File: config.mk
export PLATFORM = sky130hd
export DESIGN_NAME = xlate_tlb4
export DESIGN_NICKNAME = d
export VERILOG_FILES = /design/src/rtl/xlate_tlb4.sv
export SDC_FILE = /design/constraint.sdc
export NUM_CORES = 2
export LEC_CHECK = 0
export BUFFER_PORTS_ARGS = -buffer_cell sky130_fd_sc_hd__buf_2
export CAP_MARGIN = 20
export CORE_UTILIZATION = 65
export DETAILED_ROUTE_END_ITERATION = 8
export PLACE_DENSITY = 0.84
export SETUP_SLACK_MARGIN = 0.5
export SYNTH_ARGS = -nofsm -noshare
export SYNTH_HDL_FRONTEND = slang
export SYNTH_SLANG_ARGS = --single-unit
File: constraint.sdc
create_clock -name clk -period 25.5 [get_ports clk]
set_input_delay 6.375 -clock clk [delete_from_list [all_inputs] [get_ports clk]]
set_output_delay 6.375 -clock clk [all_outputs]
set_load 0.01 [all_outputs]
File: src/rtl/xlate_tlb4.sv
module xlate_tlb4 #(
  parameter int VA_W  = 32,
  parameter int PA_W  = 32,
  parameter int OFF_W = 12,
  parameter int SETS  = 16
) (
  input  logic                  clk,
  input  logic                  rst_n,
  input  logic                  flush,
  input  logic                  lk_en,
  input  logic [VA_W-1:0]       lk_va,
  output logic [PA_W-1:0]       lk_pa,
  output logic                  lk_hit,
  output logic                  lk_perr,
  input  logic                  rf_en,
  input  logic [VA_W-1:0]       rf_va,
  input  logic [PA_W-OFF_W-1:0] rf_ppn,
  input  logic [1:0]            rf_flip
);
  localparam int WAYS  = 4;
  localparam int IDX_W = $clog2(SETS);
  localparam int TAG_W = VA_W - OFF_W - IDX_W;
  localparam int PPN_W = PA_W - OFF_W;

  logic [TAG_W-1:0] tag_q  [SETS][WAYS];
  logic [PPN_W-1:0] ppn_q  [SETS][WAYS];
  logic [WAYS-1:0]  vld_q  [SETS];
  logic [WAYS-1:0]  tpar_q [SETS];
  logic [WAYS-1:0]  dpar_q [SETS];
  logic [2:0]       lru_q  [SETS];

  function automatic logic [1:0] plru_victim(input logic [2:0] b);
    return b[0] ? {1'b1, b[2]} : {1'b0, b[1]};
  endfunction

  function automatic logic [2:0] plru_touch(input logic [2:0] b, input logic [1:0] w);
    logic [2:0] r;
    r = b;
    r[0] = ~w[1];
    if (!w[1]) r[1] = ~w[0];
    else       r[2] = ~w[0];
    return r;
  endfunction

  wire [IDX_W-1:0] lk_idx = lk_va[OFF_W +: IDX_W];
  wire [TAG_W-1:0] lk_tag = lk_va[VA_W-1 -: TAG_W];
  wire [IDX_W-1:0] rf_idx = rf_va[OFF_W +: IDX_W];
  wire [TAG_W-1:0] rf_tag = rf_va[VA_W-1 -: TAG_W];

  logic             lk_match, lk_bad;
  logic [1:0]       lk_way;
  logic [PPN_W-1:0] lk_ppn;

  always_comb begin
    lk_match = 1'b0;
    lk_bad   = 1'b0;
    lk_way   = 2'd0;
    lk_ppn   = '0;
    for (int w = 0; w < WAYS; w++) begin
      if (vld_q[lk_idx][w] && tag_q[lk_idx][w] == lk_tag) begin
        lk_match = 1'b1;
        lk_way   = w[1:0];
        lk_ppn   = ppn_q[lk_idx][w];
        lk_bad   = ((^tag_q[lk_idx][w]) != tpar_q[lk_idx][w]) ||
                   ((^ppn_q[lk_idx][w]) != dpar_q[lk_idx][w]);
      end
    end
  end

  assign lk_hit  = lk_en && lk_match && !lk_bad;
  assign lk_perr = lk_en && lk_match && lk_bad;
  assign lk_pa   = {lk_hit ? lk_ppn : {PPN_W{1'b0}}, lk_va[OFF_W-1:0]};

  logic       rf_has, rf_free;
  logic [1:0] rf_same, rf_empty, rf_way;

  always_comb begin
    rf_has   = 1'b0;
    rf_free  = 1'b0;
    rf_same  = 2'd0;
    rf_empty = 2'd0;
    for (int w = WAYS - 1; w >= 0; w--) begin
      if (vld_q[rf_idx][w] && tag_q[rf_idx][w] == rf_tag) begin
        rf_has  = 1'b1;
        rf_same = w[1:0];
      end
      if (!vld_q[rf_idx][w]) begin
        rf_free  = 1'b1;
        rf_empty = w[1:0];
      end
    end
    rf_way = rf_has ? rf_same : rf_free ? rf_empty : plru_victim(lru_q[rf_idx]);
  end

  always_ff @(posedge clk) begin
    if (!rst_n || flush) begin
      for (int s = 0; s < SETS; s++) begin
        vld_q[s] <= '0;
        lru_q[s] <= 3'b000;
      end
    end else begin
      if (lk_hit && !(rf_en && rf_idx == lk_idx))
        lru_q[lk_idx] <= plru_touch(lru_q[lk_idx], lk_way);
      if (rf_en) begin
        tag_q[rf_idx][rf_way]  <= rf_tag;
        ppn_q[rf_idx][rf_way]  <= rf_ppn;
        vld_q[rf_idx][rf_way]  <= 1'b1;
        tpar_q[rf_idx][rf_way] <= (^rf_tag) ^ rf_flip[0];
        dpar_q[rf_idx][rf_way] <= (^rf_ppn) ^ rf_flip[1];
        lru_q[rf_idx]          <= plru_touch(lru_q[rf_idx], rf_way);
      end
    end
  end
endmodule


==> impl_metrics.py <==
metrics = {
    "synthesis": {
        "synth_seq_cells": 2544,
        "synth_compound_area_frac": 0.0356,
        "synth_edf_count": 2480,
        "synth_cell_type_count": 65,
        "synth_seq_area_share": 0.686,
        "synth-simple-area-share": 0.0201,
        "synth_area_per_cell_um2": 20.4,
        "synthAdderAreaFrac": 0,
        "async_reset_ff_frac": 0,
        "yosys_warnings": 0,
        "synth-xor-area-share": 0.0267,
        "synthMuxAreaShare": 0.211,
        "syn_inst": 5413,
        "yosysTopAreaCell": "edfxtp_1",
        "syn_area_um2": 110000,
        "synthTopCellsByArea": "edfxtp_1 67%, mux4_2 20%, xnor2_1 1.9%, a22oi_1 1.4%, dfxtp_1 1.2%",
        "synth_top_family_by_area": "multiplexers",
        "synthFlopType": "edfxtp_1",
        "syn_nets": 5504,
        "synth_top_area_frac": 0.674,
    },
    "global_route": {
        "antenna_found_initial": 8,
        "grt_pass1_wl_mm": 468,
        "overflow": 0,
        "grt_max_degree": 137,
        "grt_pass1_vias": 64600,
        "grt_use_total": 0.389,
    },
    "die": {
        "die_y_um": 414,
        "core-area_um2": 168000,
        "rows": 150,
        "dieArea_um2": 172000,
        "pin_count": 125,
        "fp.dieW_um": 414,
        "start_util": 0.658,
    },
    "timing": {
        "layout_setup_ws_ns": 5.51,
        "fin_setup_tns_ns": 0,
        "slew_viol_final": 0,
        "hold_viol": 0,
        "timing.fmax_mhz": 50.0,
        "post-route-period-util": 0.784,
        "period_needed_ns": 19.99,
        "tightest_slew_ns": 1.17,
        "slew_headroom": 0.217,
        "rsz0062_at_grt": "false",
        "skew_ns": 0.0496,
        "setup_viol": 0,
    },
    "cts": {
        "cts_buffers": 233,
        "holdBufCountCts": 0,
        "cts_root_buf": "clkbuf_16",
        "postCtsResizedCells": 0,
        "cts_tree": "built",
        "htreeDepth": 4,
        "cts_buffer_depth": 3,
        "clkLatencyLatePin_ns": 0.89,
        "clk_pin_slew_ns": 0.06,
        "clock-sinks": 2544,
        "post-cts-setup-buffers": 0,
    },
    "cells_and_area": {
        "final_common_cell": "edfxtp_1",
        "nNetsFinal": 5615,
        "layout_common_cells": "2480 x edfxtp_1, 982 x mux4_2, 261 x nand2_1, 238 x xnor2_1, 238 x clkbuf_16",
        "final_util": 0.721,
        "final_area_um2": 121000,
        "filler_cell_count": 8771,
        "syn_to_final_growth_pct": 9.71,
        "antenna_cells": 0,
        "drive_gt1_frac": 0.299,
    },
    "critical_path": {
        "rr_startpoint": "tag_q[15][14]",
        "reg2regPathDepth": 13,
        "r2r_end": "ppn_q[12][14]",
        "cp.arrival_ns": 13.61,
        "cp_max_fo": 44,
        "crit_type": "in -> out",
        "required_ns": 19.12,
        "crit_path_start_kind": "input pin",
        "cp-end-kind": "output pin",
        "r2r_setup_slack_ns": 18.91,
    },
    "power": {
        "power_leakage_nw": 38.5,
        "total_power_mw": 9.05,
        "power_density_nw_per_um2": 74.7,
        "peakVddDrop_mv": 0.0802,
    },
    "detailed_routing": {
        "viasPerCell": 8.02,
        "highest_layer": "met5",
        "drt-total-wl_mm": 332,
        "wl_met3_mm": 49.5,
        "num_vias": 63600,
        "wl_met1_mm": 102,
        "firstDrtPassIters": 9,
        "drtAntennaViolNets": 0,
        "wl_per_cell_um": 41.9,
        "drtIter0Drc": 11900,
        "drcViolationCount": 4,
        "route.met2.wl_mm": 154,
    },
    "placed_design": {
        "dpl_cell_area_um2": 114000,
        "hpwl_mm": 165,
        "pre_cts_ws_ns": 6.16,
        "gp_congestion": 0.947,
        "port-buffer-count": 88,
    },
    "worst_hold_path": {
        "holdPathEnd": "vld_q[4][0]",
        "hold_path.class": "reg -> reg",
        "hold_path_startpoint": "vld_q[4][0]",
        "hold_path_depth": 1,
    },
    "run_status": {
        "outcome": "finished with violations",
        "violations": "DRC",
    },
    "flow_run": {
        "cap_violations": 0,
    },
}
[synth_stat cells, types with 15 or more instances]
cell type	number
buf_2	98
o21ai_0	45
buf_6	57
nand4_1	20
a22oi_1	210
dfxtp_1	64
nor3_1	18
a21oi_1	42
buf_4	57
a21o_1	65
a211o_1	36
and2_1	21
buf_1	27
nand3_1	20
xor2_1	76
nand2_1	262
xnor2_1	240
a21oi_2	20
nor2_1	120
mux4_2	982
edfxtp_1	2480
o22ai_1	16
a22o_1	18
a31o_2	15
clkbuf_1	146
mux2i_1	115
nor4_1	15
[metrics by stage]
step                hold WS [ns]  instances
floorplan                  0.438       5413
finish                     0.476       7926
CTS                        0.474       7925
detailed placement         0.458       7492
global route               0.493       7926
global placement           0.445       7490
[logic make-up after synthesis]
logic type,Yosys count
flip-flops,2544
multiplexers,1102
AO/OA/AOI/OAI,536
AND/OR/NAND/NOR,508
buffers and inverters,398
XOR/XNOR,325
[worst max-delay path: stages]
cell      delay [ns]
buf_6           0.52
and2_4          0.73
buf_4           0.93
buf_4           0.63
a22oi_1         0.32
nand2_1         0.25
xor2_1          0.30
xnor2_1         0.16
xnor2_1         0.31
xnor2_1         0.21
xnor2_2         0.50
nor3_2          0.10
o21bai_2        0.71
o31a_2          0.28
buf_4           0.61
a21oi_2         0.17
buf_2           0.21
[layer usage]
metal | vias up | track usage
met1 | 31900 | 0.491
met5 | - | 0
met2 | 7031 | 0.597
met4 | 12 | 0.254
li1 | 23000 | -
met3 | 1604 | 0.114
[final cells by class]
class	instances	area (µm²)	area share
repair buffers	263	2010	0.0166
multi-input cells	2471	33100	0.273
inverters	11	43.8	0.000361
clock buffers	305	6260	0.0516
well taps	2204	2760	0.0228
flip-flops and latches	2544	75800	0.625
clock inverters	128	1310	0.0108
[worst max-delay path by stage]
stage / from / end / slack, ns / cells after the start
4_1_cts: lk_va[12] / lk_pa[21] / 5.95 / 16
3_3_place_gp: lk_va[12] / lk_pa[21] / 6.33 / 16
6_report: lk_va[14] / lk_pa[28] / 5.51 / 17
5_1_grt: lk_va[12] / lk_pa[28] / 5.40 / 17
3_5_place_dp: lk_va[12] / lk_pa[21] / 6.16 / 16
2_1_floorplan: lk_va[12] / lk_pa[22] / 9.27 / 14
[state kept, by name (all words and copies together) (netlist names)]
| name | count |
|---|---|
| ppn_q | 1280 |
| tag_q | 1024 |
| dpar_q | 64 |
| tpar_q | 64 |
| vld_q | 64 |
| lru_q | 48 |
[report_power, final]
part	total, mW	internal, mW	switching, mW
combinational	0.848	0.304	0.543
sequential	4.66	4.66	0.00454
clock	3.54	1.95	1.59
No activity file was read; power rests on OpenSTA's default activity.
